$ cat src/rtl/nand_ecc_pkg.sv
package nand_ecc_pkg;
  localparam int COL_BITS = 6;

  typedef enum logic [1:0] {
    ECC_CLEAN    = 2'b00,
    ECC_FIXABLE  = 2'b01,
    ECC_MULTI    = 2'b10,
    ECC_CODE_BAD = 2'b11
  } ecc_stat_e;

  function automatic int code_width(int aw);
    return COL_BITS + 2 * aw;
  endfunction
endpackage

$ cat src/rtl/nand_ecc_acc.sv
module nand_ecc_acc #(
  parameter int AW = 9,
  localparam int CW = nand_ecc_pkg::code_width(AW)
) (
  input  logic          clk,
  input  logic          rst_n,
  input  logic          clear,
  input  logic          lock,
  input  logic          beat,
  input  logic [7:0]    data,
  output logic [CW-1:0] code
);
  logic [CW-1:0] code_q;
  logic [AW-1:0] idx_q;
  logic [CW-1:0] toggle;
  logic          byte_par;

  always_comb begin
    toggle   = '0;
    byte_par = ^data;
    for (int b = 0; b < 8; b++) begin
      for (int k = 0; k < 3; k++) begin
        if (b[k]) toggle[2*k+1] = toggle[2*k+1] ^ data[b];
        else      toggle[2*k]   = toggle[2*k]   ^ data[b];
      end
    end
    for (int j = 0; j < AW; j++) begin
      if (idx_q[j]) toggle[7+2*j] = byte_par;
      else          toggle[6+2*j] = byte_par;
    end
  end

  always_ff @(posedge clk or negedge rst_n) begin
    if (!rst_n) begin
      code_q <= '1;
      idx_q  <= '0;
    end else if (clear) begin
      code_q <= '1;
      idx_q  <= '0;
    end else if (beat && !lock) begin
      code_q <= code_q ^ toggle;
      idx_q  <= idx_q + 1'b1;
    end
  end

  assign code = code_q;
endmodule

$ cat src/rtl/nand_ecc_cmp.sv
module nand_ecc_cmp #(
  parameter int AW = 9,
  localparam int CW = nand_ecc_pkg::code_width(AW),
  localparam int NP = CW / 2
) (
  input  logic [CW-1:0] calc,
  input  logic [CW-1:0] stored,
  output logic [1:0]    status,
  output logic [AW-1:0] err_byte,
  output logic [2:0]    err_bit
);
  import nand_ecc_pkg::*;

  logic [CW-1:0] diff;
  logic [NP-1:0] pair_split;
  logic [NP-1:0] odd_bits;

  assign diff = calc ^ stored;

  for (genvar p = 0; p < NP; p++) begin : g_pair
    assign pair_split[p] = diff[2*p] ^ diff[2*p+1];
    assign odd_bits[p]   = diff[2*p+1];
  end

  ecc_stat_e st;
  always_comb begin
    if (diff == '0)                 st = ECC_CLEAN;
    else if (&pair_split)           st = ECC_FIXABLE;
    else if ($countones(diff) == 1) st = ECC_CODE_BAD;
    else                            st = ECC_MULTI;
  end

  assign status   = st;
  assign err_bit  = (st == ECC_FIXABLE) ? odd_bits[2:0]    : '0;
  assign err_byte = (st == ECC_FIXABLE) ? odd_bits[NP-1:3] : '0;
endmodule

$ cat src/rtl/nand_ecc1_engine.sv
module nand_ecc1_engine #(
  parameter int MAIN_AW  = 9,
  parameter int SPARE_AW = 4,
  localparam int MCW = nand_ecc_pkg::code_width(MAIN_AW),
  localparam int SCW = nand_ecc_pkg::code_width(SPARE_AW)
) (
  input  logic                clk,
  input  logic                rst_n,
  input  logic                in_valid,
  output logic                in_ready,
  input  logic [7:0]          in_data,
  input  logic                ctl_wr,
  input  logic [7:0]          ctl_wdata,
  output logic                main_lock,
  output logic                spare_lock,
  input  logic                cmp_main_wr,
  input  logic [MCW-1:0]      cmp_main_code,
  input  logic                cmp_spare_wr,
  input  logic [SCW-1:0]      cmp_spare_code,
  output logic [MCW-1:0]      main_code,
  output logic [SCW-1:0]      spare_code,
  output logic [1:0]          main_status,
  output logic [MAIN_AW-1:0]  main_err_byte,
  output logic [2:0]          main_err_bit,
  output logic [1:0]          spare_status,
  output logic [SPARE_AW-1:0] spare_err_byte,
  output logic [2:0]          spare_err_bit
);
  logic lock_main_q, lock_spare_q;
  logic clr_main, clr_spare, beat;
  logic [MCW-1:0] cmp_main_q;
  logic [SCW-1:0] cmp_spare_q;
  logic unused_ctl;

  assign in_ready   = 1'b1;
  assign beat       = in_valid & in_ready;
  assign clr_main   = ctl_wr & ctl_wdata[5];
  assign clr_spare  = ctl_wr & ctl_wdata[4];
  assign unused_ctl = ^ctl_wdata[3:0];

  always_ff @(posedge clk or negedge rst_n) begin
    if (!rst_n) begin
      lock_main_q  <= 1'b1;
      lock_spare_q <= 1'b1;
    end else if (ctl_wr) begin
      lock_main_q  <= ctl_wdata[7];
      lock_spare_q <= ctl_wdata[6];
    end
  end

  always_ff @(posedge clk or negedge rst_n) begin
    if (!rst_n) begin
      cmp_main_q  <= '1;
      cmp_spare_q <= '1;
    end else begin
      if (cmp_main_wr)  cmp_main_q  <= cmp_main_code;
      if (cmp_spare_wr) cmp_spare_q <= cmp_spare_code;
    end
  end

  assign main_lock  = lock_main_q;
  assign spare_lock = lock_spare_q;

  nand_ecc_acc #(.AW(MAIN_AW)) u_acc_main (
    .clk(clk), .rst_n(rst_n), .clear(clr_main), .lock(lock_main_q),
    .beat(beat), .data(in_data), .code(main_code)
  );

  nand_ecc_acc #(.AW(SPARE_AW)) u_acc_spare (
    .clk(clk), .rst_n(rst_n), .clear(clr_spare), .lock(lock_spare_q),
    .beat(beat), .data(in_data), .code(spare_code)
  );

  nand_ecc_cmp #(.AW(MAIN_AW)) u_cmp_main (
    .calc(main_code), .stored(cmp_main_q), .status(main_status),
    .err_byte(main_err_byte), .err_bit(main_err_bit)
  );

  nand_ecc_cmp #(.AW(SPARE_AW)) u_cmp_spare (
    .calc(spare_code), .stored(cmp_spare_q), .status(spare_status),
    .err_byte(spare_err_byte), .err_bit(spare_err_bit)
  );
endmodule

$ cat config.mk
export PLATFORM = sky130hd
export DESIGN_NAME = nand_ecc1_engine
export DESIGN_NICKNAME = d
export VERILOG_FILES = /design/src/rtl/nand_ecc_pkg.sv /design/src/rtl/nand_ecc_acc.sv /design/src/rtl/nand_ecc_cmp.sv /design/src/rtl/nand_ecc1_engine.sv
export SDC_FILE = /design/constraint.sdc
export NUM_CORES = 1
export LEC_CHECK = 0
export BUFFER_PORTS_ARGS = -buffer_cell sky130_fd_sc_hd__buf_2
export CAP_MARGIN = 20
export CORE_MARGIN = 3
export CORE_UTILIZATION = 40
export CTS_BUF_LIST = sky130_fd_sc_hd__clkbuf_8
export DETAILED_ROUTE_END_ITERATION = 10
export PLACE_DENSITY = 0.59
export SYNTH_ARGS = -nofsm -noshare
export SYNTH_HDL_FRONTEND = slang
export SYNTH_SLANG_ARGS = --single-unit
$ cat constraint.sdc
create_clock -name clk -period 9.76 [get_ports clk]
set_clock_uncertainty 0.1 [all_clocks]
set_input_delay 0.488 -clock clk [delete_from_list [all_inputs] [get_ports clk]]
set_output_delay 0.488 -clock clk [all_outputs]
set_load 0.02 [all_outputs]
==> results.toml <==
[critical_path]
r2r-start = "main_lock"
rr_worst_depth = 3
crit_type = "reg -> out"
required_ns = 9.17
arrival_ns = 5.64
startpoint = "u_acc_main.code[19]"
slowest_delay_ns = 0.57
worstSetupStartpointType = "flip-flop"
rrSetupSlack_ns = 7.74
crit_family = "adder cells"
cp_common_cell = "fa_1"
cp_slowest_cell = "dfstp_2"
cp-end-kind = "primary output"
crit_chain = "xnor2_1, inv_1, ha_1, inv_1, fa_1, fa_1, fa_1, fa_1, inv_1, fa_1, ha_1, fa_1, nor4b_1, nand4b_1, o21ai_0, buf_2"
cp_max_fo = 4
crit_buf_inv = 4
r2r-end = "u_acc_main.code[20]"

[grt]
grt_pass1_vias = 4642
track_usage = 0.176
grt_pass1_wl_um = 23500
grt_start_max_net_pins = 56
grt-ovfl-total = 0
antenna_found_initial = 0

[place]
post-place-ws_ns = 3.90
gp_congestion = 0.850
detailed_place_hpwl_um = 11100
place.port_buffers = 118
placed_cells = 871

[die]
rows = 44
ioPinCount = 124
die_h_um = 130
initial_core_util = 0.417
die_area_um2 = 17000
die_w_um = 130
core_area_um2 = 14900

[sta]
setup_viol = 0
finalMaxSlewViolations = 0
setup_slack_ns = 3.53
relSlewSlack = 0.280
report.final.hold_viol_count = 0
setup_tns_ns = 0
post-route-period-util = 0.638
hold_slack_ns = 0.227
min_period_ns = 6.23
fmax_mhz = 161
rsz0062_at_grt = "false"
worst_pin_slew_ns = 1.08

[clocking]
cts_root_buf = "clkbuf_8"
cts_setup_buffers = 0
clk_pin_slew_ns = 0.10
cts_tree = "built"
cts.hold.buffers_added = 0
cts-resized-gates = 0
clkLatencyLatePin_ns = 0.39
htree_num_levels = 3
cts.sinks = 91
clk_path_buf_depth = 2
cts_buffers = 9

[routing]
totalWireLength_um = 14400
via_per_inst = 5.13
ant_nets = 0
vias = 4558
drt-pass1-iter-count = 4
routedWlPerCell_um = 16.3
first_iter_violations = 197
route.detailed.drc = 0

[power]
clock_power_share = 0.105
p_sw_frac = 0.475
irDropWorstVdd_mv = 0.419
power.leakage_nw = 3.33
p_seq_frac = 0.190
p_int_mw = 1.48
combPwrFrac = 0.706
p_per_area_nw_per_um2 = 392
switchingPower_mw = 1.34

[synthesis]
synth.distinct_cells = 32
yosys.area.top_type = "dfstp_2"
synth_warnings = 0
ys_seq_elements = 91
yosys-top-cells-area = "dfstp_2 33%, ha_1 11%, fa_1 9.4%, mux2_2 7.3%, xnor2_1 5.5%"
synth-edff-count = 0
synthesis.area_um2 = 6190
syn-num-nets = 731
synth_top_cell_area_share = 0.331
yosys.cell_count.top_type = "inv_1"
synth_area_per_cell_um2 = 10.5
ys.flop_type = "dfstp_2"
yosysSeqAreaShare = 0.383
async_flop_share = 1.00
yosys-top-cells-count = "87 x inv_1, 78 x dfstp_2, 52 x ha_1"
synth_cells = 590

[finish]
area_growth_pct = 16.0
post-route-util = 0.484
drive_gt1_frac = 0.368
final_cells = 888
insertedDiodeCount = 0
fill_cells = 1390
fin_nets = 840

[hold_path]
hold_class = "in -> reg"
min_from = "ctl_wdata[7]"
holdPathEnd = "main_lock"
holdPathStages = 2

[run]
drv_cap = 0

[run_status]
status = "finished, final reports clean"
power groups by stage:
| stage | logic (mW) | clock network (mW) | registers, mW |
|---|---|---|---|
| after floorplan | 1.50 | 0 | 0.562 |
| after global placement | 1.93 | 0 | 0.538 |
| after detailed placement | 2.02 | 0 | 0.542 |
| after CTS | 2.04 | 0.304 | 0.536 |
| after global routing | 2.32 | 0.320 | 0.545 |
| final | 1.99 | 0.296 | 0.535 |
through the flow:
stage | instance area, µm² | power (mW)
finish | 7190 | 2.82
floorplan | 6190 | 2.06
detailed placement | 6950 | 2.57
CTS | 7170 | 2.88
global placement | 6950 | 2.47
global route | 7190 | 3.18
layout by cell type (no fill, tap or decap), types with 3 or more instances in the layout:
cell type	instances
a21oi_1	6
a31oi_1	14
and4_1	13
buf_2	117
buf_4	4
clkbuf_8	9
dfrtp_1	13
dfstp_2	78
fa_1	29
ha_1	52
inv_1	87
mux2_2	40
nand2_1	12
nand2b_1	3
nand3_1	29
nand4_1	11
nor2_1	32
nor2b_1	3
o21ai_0	18
o21ai_1	14
o31ai_1	13
or3_1	15
or4_1	14
xnor2_1	38
xnor2_2	3
xor2_1	21
routing by layer:
metal | GRT usage | share of wire | vias up
met1 | 0.246 | 0.47 | 2260
met4 | 0.0502 | 0.011 | 0
met3 | 0.0305 | 0.041 | 14
li1 | - | - | 2198
met5 | 0 | 0 | -
met2 | 0.282 | 0.47 | 86
layout make-up:
class	count	area [µm²]	share of cell area
Timing Repair Buffer	122	631	0.0877
Clock buffer	9	124	0.0172
Tap cell	184	230	0.0320
Clock inverter	7	98.8	0.0138
Multi-Input combinational cell	388	3400	0.473
Inverter	87	327	0.0454
Sequential cell	91	2370	0.330
flip-flops by register name, indices dropped and copies added (netlist names):
| signal | cells |
|---|---|
| u_acc_main.idx_q | 9 |
| u_acc_spare.code | 14 |
| u_acc_main.code | 24 |
| main_lock | 1 |
| u_acc_spare.idx_q | 4 |
| spare_lock | 1 |
| cmp_spare_q | 14 |
| cmp_main_q | 24 |
kinds of logic (layout without fill, tap and decap cells):
logic type | after synthesis | in the layout | synth area share
other | 1 | 1 | 0.000605
muxes | 40 | 40 | 0.0727
adders and majority gates | 81 | 81 | 0.199
AOI/OAI and AO/OA | 65 | 65 | 0.0606
DFF | 91 | 91 | 0.383
buffers and inverters | 111 | 225 | 0.0685
xor gates and xnor gates | 62 | 62 | 0.0901
and+or+nand+nor | 139 | 139 | 0.125
worst max path at each step:
| stage | to | cells after the start |
|---|---|---|
| after global routing | main_status[0] | 16 |
| after CTS | main_status[0] | 16 |
| final | main_status[0] | 16 |
| after detailed placement | main_status[0] | 16 |
| after floorplan | main_status[0] | 15 |
| after global placement | main_status[0] | 16 |
No activity file was read; power rests on OpenSTA's default activity.
